[config.mk]
export PLATFORM = sky130hd
export DESIGN_NAME = calc4_core
export DESIGN_NICKNAME = d
export VERILOG_FILES = /design/src/rtl/calc4_pkg.sv /design/src/rtl/calc4_ripple.sv /design/src/rtl/calc4_opsel.sv /design/src/rtl/calc4_alu.sv /design/src/rtl/calc4_regfile.sv /design/src/rtl/calc4_core.sv
export SDC_FILE = /design/constraint.sdc
export NUM_CORES = 1
export LEC_CHECK = 0
export CORE_MARGIN = 2
export CORE_UTILIZATION = 45
export CTS_CLUSTER_SIZE = 8
export DETAILED_ROUTE_END_ITERATION = 10
export DONT_BUFFER_PORTS = 1
export SKIP_LAST_GASP = 1
export SYNTH_ARGS = -nofsm -noshare
export SYNTH_HDL_FRONTEND = slang
export SYNTH_SLANG_ARGS = --single-unit
[constraint.sdc]
create_clock -name clk -period 33.9 [get_ports clk]
set_input_delay 6.78 -clock clk [delete_from_list [all_inputs] [get_ports clk]]
set_output_delay 6.78 -clock clk [all_outputs]
set_load 0.02 [all_outputs]
[src/rtl/calc4_pkg.sv]
package calc4_pkg;

  typedef enum logic [1:0] {
    OPK_ADD = 2'd0,
    OPK_SUB = 2'd1,
    OPK_EQ  = 2'd2,
    OPK_BAD = 2'd3
  } op_kind_t;

  // Exactly one request line picks an operation; anything else is malformed.
  function automatic op_kind_t decode_op(input logic a, input logic s, input logic e);
    op_kind_t k;
    case ({a, s, e})
      3'b100:  k = OPK_ADD;
      3'b010:  k = OPK_SUB;
      3'b001:  k = OPK_EQ;
      default: k = OPK_BAD;
    endcase
    return k;
  endfunction

  // Signed overflow of a (W+1)-bit result formed from sign-extended operands:
  // the two top bits disagree.
  function automatic logic top_bits_differ(input logic hi, input logic lo);
    return hi ^ lo;
  endfunction

endpackage

[src/rtl/calc4_ripple.sv]
module calc4_ripple #(
  parameter int W = 17
) (
  input  logic [W-1:0] a,
  input  logic [W-1:0] b,
  input  logic         cin,
  output logic [W-1:0] sum
);
  logic [W-1:0] carry;

  assign carry[0] = cin;

  for (genvar i = 0; i < W; i++) begin : g_fa
    assign sum[i] = a[i] ^ b[i] ^ carry[i];
    if (i < W - 1) begin : g_c
      assign carry[i+1] = (a[i] & b[i]) | (a[i] & carry[i]) | (b[i] & carry[i]);
    end
  end
endmodule

[src/rtl/calc4_opsel.sv]
module calc4_opsel #(
  parameter int N = 4
) (
  input  logic [N-1:0]         src_sel,
  output logic [$clog2(N)-1:0] idx_a,
  output logic [$clog2(N)-1:0] idx_b,
  output logic                 pair_ok
);
  localparam int IW = $clog2(N);
  localparam int CW = $clog2(N + 1);

  logic [CW-1:0] cnt;
  logic          seen;

  always_comb begin
    cnt   = '0;
    idx_a = '0;
    idx_b = '0;
    seen  = 1'b0;
    for (int i = 0; i < N; i++) begin
      if (src_sel[i]) begin
        cnt = cnt + CW'(1);
        if (!seen) begin
          idx_a = IW'(i);
          seen  = 1'b1;
        end
        idx_b = IW'(i);
      end
    end
    pair_ok = (cnt == CW'(2));
  end
endmodule

[src/rtl/calc4_alu.sv]
module calc4_alu
  import calc4_pkg::*;
#(
  parameter int W = 16
) (
  input  logic [W-1:0] opa,
  input  logic [W-1:0] opb,
  input  logic         is_sub,
  input  logic         avg,
  output logic [W-1:0] result,
  output logic         ovf,
  output logic         same
);
  localparam int XW = W + 1;

  logic [XW-1:0] a_ext;
  logic [XW-1:0] b_ext;
  logic [XW-1:0] b_eff;
  logic [XW-1:0] wide;

  assign a_ext = {opa[W-1], opa};
  assign b_ext = {opb[W-1], opb};
  assign b_eff = is_sub ? ~b_ext : b_ext;

  calc4_ripple #(.W(XW)) u_ripple (
    .a   (a_ext),
    .b   (b_eff),
    .cin (is_sub),
    .sum (wide)
  );

  assign ovf    = top_bits_differ(wide[XW-1], wide[XW-2]);
  assign result = avg ? wide[XW-1:1] : wide[W-1:0];
  assign same   = (opa == opb);
endmodule

[src/rtl/calc4_regfile.sv]
module calc4_regfile #(
  parameter int W = 16,
  parameter int N = 4
) (
  input  logic                 clk,
  input  logic                 rst,
  input  logic                 ld_en,
  input  logic [$clog2(N)-1:0] ld_idx,
  input  logic [W-1:0]         ld_data,
  input  logic [N-1:0]         wr_en,
  input  logic [W-1:0]         wr_data,
  output logic [W*N-1:0]       regs_flat
);
  localparam int IW = $clog2(N);

  for (genvar i = 0; i < N; i++) begin : g_reg
    logic [W-1:0] q;
    always_ff @(posedge clk) begin
      if (rst)
        q <= '0;
      else if (ld_en && (ld_idx == IW'(i)))
        q <= ld_data;
      else if (wr_en[i])
        q <= wr_data;
    end
    assign regs_flat[i*W +: W] = q;
  end
endmodule

[src/rtl/calc4_core.sv]
module calc4_core
  import calc4_pkg::*;
#(
  parameter int W = 16,
  parameter int N = 4
) (
  input  logic                 clk,
  input  logic                 rst,
  input  logic                 op_add,
  input  logic                 op_sub,
  input  logic                 op_eq,
  input  logic                 avg_mode,
  input  logic [N-1:0]         src_sel,
  input  logic [N-1:0]         dst_sel,
  input  logic                 ld_en,
  input  logic [$clog2(N)-1:0] ld_idx,
  input  logic [W-1:0]         ld_data,
  output logic [W*N-1:0]       regs_out,
  output logic                 eq_flag,
  output logic                 err_flag
);
  localparam int IW = $clog2(N);

  op_kind_t      kind;
  logic [IW-1:0] idx_a;
  logic [IW-1:0] idx_b;
  logic          pair_ok;
  logic [W-1:0]  opa;
  logic [W-1:0]  opb;
  logic [W-1:0]  alu_res;
  logic          alu_ovf;
  logic          alu_same;
  logic          is_arith;
  logic          cmd_bad;
  logic          ovf_hit;
  logic          wr_fire;
  logic [N-1:0]  wr_en;
  logic          err_d;
  logic          eq_d;

  assign kind = decode_op(op_add, op_sub, op_eq);

  calc4_opsel #(.N(N)) u_opsel (
    .src_sel (src_sel),
    .idx_a   (idx_a),
    .idx_b   (idx_b),
    .pair_ok (pair_ok)
  );

  assign opa = regs_out[int'(idx_a)*W +: W];
  assign opb = regs_out[int'(idx_b)*W +: W];

  calc4_alu #(.W(W)) u_alu (
    .opa    (opa),
    .opb    (opb),
    .is_sub (kind == OPK_SUB),
    .avg    (avg_mode),
    .result (alu_res),
    .ovf    (alu_ovf),
    .same   (alu_same)
  );

  // Named internal events, visible to the bound checker.
  assign is_arith = (kind == OPK_ADD) || (kind == OPK_SUB);
  assign cmd_bad  = (kind == OPK_BAD) || !pair_ok;
  assign ovf_hit  = !cmd_bad && is_arith && !avg_mode && alu_ovf;
  assign wr_fire  = !ld_en && !cmd_bad && is_arith && !ovf_hit;
  assign wr_en    = dst_sel & {N{wr_fire}};
  assign err_d    = !ld_en && (cmd_bad || ovf_hit);
  assign eq_d     = !ld_en && !cmd_bad && (kind == OPK_EQ) && alu_same;

  calc4_regfile #(.W(W), .N(N)) u_regs (
    .clk       (clk),
    .rst       (rst),
    .ld_en     (ld_en),
    .ld_idx    (ld_idx),
    .ld_data   (ld_data),
    .wr_en     (wr_en),
    .wr_data   (alu_res),
    .regs_flat (regs_out)
  );

  always_ff @(posedge clk) begin
    if (rst) begin
      err_flag <= 1'b0;
      eq_flag  <= 1'b0;
    end else begin
      err_flag <= err_d;
      eq_flag  <= eq_d;
    end
  end
endmodule

==> flow_summary.json <==
{
  "r2r_start": "u_regs.g_reg[1].q[0]$_SDFFE_PP0P_",
  "yosys_warnings": 0,
  "cts_tree": "yes",
  "fin_crit_sh_pct": 52.8,
  "synth.distinct_cells": 64,
  "die-height_um": 110,
  "clock_power_share_pct": 40.2,
  "slowest_stage": "and2_0",
  "slowest_delay_ps": 1010,
  "syn2layout_area_growth_pct": 5.82,
  "startpoint": "src_sel[0]",
  "worstHoldStart": "u_regs.g_reg[0].q[3]$_SDFFE_PP0P_",
  "first_pass_iters": 6,
  "worst_slew_pin_slew_ps": 1180,
  "reg2reg_depth": 26,
  "cp.arrival_ps": 18140,
  "clockRootBuffer": "clkbuf_16",
  "clk_pin_slew_ps": 60,
  "grt_usage_pct": 26.9,
  "synthTopCellsByArea": "dfxtp_1, mux2i_1, a22oi_1",
  "synthCells": 591,
  "holdPathStages": 2,
  "cts_resized": 0,
  "grt_antenna_before_repair": 0,
  "first_iter_violations": 385,
  "critical_path_required_ps": 34150,
  "critPathKind": "in2reg",
  "setup_viol": 0,
  "finalNetCount": 618,
  "dp_hpwl_mm": 11.7,
  "switching_share_pct": 29.9,
  "power.density_mw_per_mm2": 41.1,
  "skew_ps": 8.79,
  "share_comb_of_total_power_pct": 20.0,
  "crit_top_cell": "fa_1",
  "reg2reg_to": "u_regs.g_reg[2].q[15]$_SDFFE_PP0P_",
  "intPower_mw": 0.155,
  "cp_max_fo": 18,
  "yosys_register_bits": 66,
  "via_per_inst": 6.56,
  "seq_area_mm2": 0.00132,
  "post-cts-setup-buffers": 0,
  "setup_tns_ps": 0,
  "clkSinkCount": 66,
  "wl_per_cell_um": 23.4,
  "rsz0062_at_grt": "false",
  "start_kind": "input pin",
  "syn_nets": 643,
  "pin_count": 99,
  "synth-async-reset-ratio_pct": 0,
  "holdPathEnd": "u_regs.g_reg[0].q[3]$_SDFFE_PP0P_",
  "p_leak_nw": 1.99,
  "numCtsBuffers": 9,
  "ir_drop_mv": 0.0245,
  "first_global_vias": 4411,
  "slew_viol_final": 0,
  "switchingPower_mw": 0.0664,
  "synth_area_per_cell_um2": 8.63,
  "max-cap-violations": 0,
  "post-route-util_pct": 49.3,
  "crit_path_end_kind": "flip-flop",
  "synth_top_area_share_pct": 25.9,
  "clockBufferDepth": 2,
  "clk_latency_ps": 350,
  "core.rowCount": 38,
  "seq_power_share_pct": 39.9,
  "max-slew-margin-rel_pct": 21.4,
  "drive_gt1_share_pct": 12.6,
  "nFillCells": 1075,
  "yosysTopAreaCell": "dfxtp_1",
  "start_util_pct": 46.6,
  "globalRouteOverflowTotal": 0,
  "coreArea_mm2": 0.0109,
  "outcome": "finished clean",
  "routed_wl_mm": 16.7,
  "hold_path.class": "reg2reg",
  "grt_max_degree": 69,
  "dieArea_mm2": 0.0122,
  "ys_top_cells_by_count": "nand2_1, dfxtp_1, nor2_1",
  "io_buffers": 0,
  "synth-seq-area-share_pct": 25.9,
  "drtAntennaViolNets": 0,
  "hold_viol_final": 0,
  "gp_congestion": 0.887,
  "vias": 4666,
  "grt_first_pass_wirelength_mm": 25.9,
  "reg2reg_setup_slack_ps": 22710,
  "antennaDiodeCount": 0,
  "synth.most_common_cell": "nand2_1",
  "chipWidth_um": 110,
  "ctsHtreeMaxLevel": 3,
  "remaining_drc_errors": 0,
  "synth_flop_cell": "dfxtp_1",
  "multi_input_area_mm2": 0.00352,
  "max_clock_freq_ghz": 0.0559,
  "ctsHoldBuffers": 0,
  "min_period_ps": 17890,
  "synth_enable_flop_cells": 0,
  "syn_area_mm2": 0.00510
}
==> flip-flops by register name, summed over array words and instances, names as in the netlist <==
name and cells:
eq_flag 1, u_regs.g.q 64, err_flag 1
==> placed cells by master (no fill, tap or decap), drive strengths merged, types with 3 or more instances in the layout <==
cell type and instances:
a2111oi 8, a211oi 4, a21o 5, a21oi 51
a221o 8, a221oi 20, a22oi 40, a311oi 3
and2 7, and3 11, buf 9, clkbuf 14
dfxtp 66, fa 14, ha 5, inv 8
mux2 17, mux2i 39, mux4 6, nand2 77
nand2b 4, nand3 7, nor2 58, nor2b 3
o21a 4, o21ai 18, o22ai 5, xnor2 28
==> worst max-delay path: cells and delay by family <==
kind,cells,cell delay (ps)
AOI/OAI and AO/OA,5,1450
xor gates and xnor gates,1,190
adders and majority gates,15,6590
buffers and inverters,2,360
and+or+nand+nor,7,2750
==> area by class of cell <==
class	instances	area share [%]
clock buffers	14	5.08
multi-input cells	472	65.2
flip-flops and latches	66	24.5
repair buffers	9	1.25
clock inverters	2	0.186
inverters	8	0.557
well taps	140	3.25
==> power by group through the flow <==
stage,clock [mW],sequential (mW),combinational [mW]
finish,0.0891,0.0884,0.0443
global route,0.0934,0.0888,0.0486
detailed placement,0,0.0901,0.0436
CTS,0.0906,0.0884,0.0439
floorplan,0,0.0885,0.0376
global placement,0,0.0900,0.0429
==> through the flow <==
stage	area, um2	instances	hold slack [ps]	total power, mW	setup slack [ps]
2_1_floorplan	5100	591	552	0.126	17490
3_3_place_gp	5110	695	573	0.133	15980
3_5_place_dp	5110	695	580	0.134	15690
4_1_cts	5390	711	590	0.223	16060
5_1_grt	5390	711	602	0.231	15520
6_report	5390	711	589	0.222	16010
==> kinds of logic (layout without fill, tap and decap cells) <==
group           after synthesis  count (layout)  synth area share, %
flops                        66              66                 25.9
fa+ha+maj                    20              20                 6.92
buf+inv                      53              33                 5.60
compound gates              182             182                 26.0
mux                          62              62                 14.3
xor+xnor                     30              30                 5.52
simple gates                178             178                 15.8
==> how the worst max path moves through the flow <==
stage / to / slack (ps) / cells after the start
3_3_place_gp: u_regs.g_reg[2].q[15]$_SDFFE_PP0P_ / 15980 / 30
4_1_cts: u_regs.g_reg[2].q[15]$_SDFFE_PP0P_ / 16060 / 30
5_1_grt: u_regs.g_reg[2].q[15]$_SDFFE_PP0P_ / 15520 / 30
3_5_place_dp: u_regs.g_reg[2].q[15]$_SDFFE_PP0P_ / 15690 / 30
2_1_floorplan: u_regs.g_reg[0].q[0]$_SDFFE_PP0P_ / 17490 / 35
6_report: u_regs.g_reg[2].q[15]$_SDFFE_PP0P_ / 16010 / 30
==> metal layers <==
| layer | track usage, % | vias up | routed length [um] |
|---|---|---|---|
| met3 | 8.07 | 28 | 1610 |
| met5 | 0 | - | 0 |
| met2 | 43.2 | 225 | 7870 |
| li1 | - | 2158 | - |
| met4 | 8.33 | 0 | 306 |
| met1 | 34.9 | 2255 | 6880 |
No activity file was read; power rests on OpenSTA's default activity.
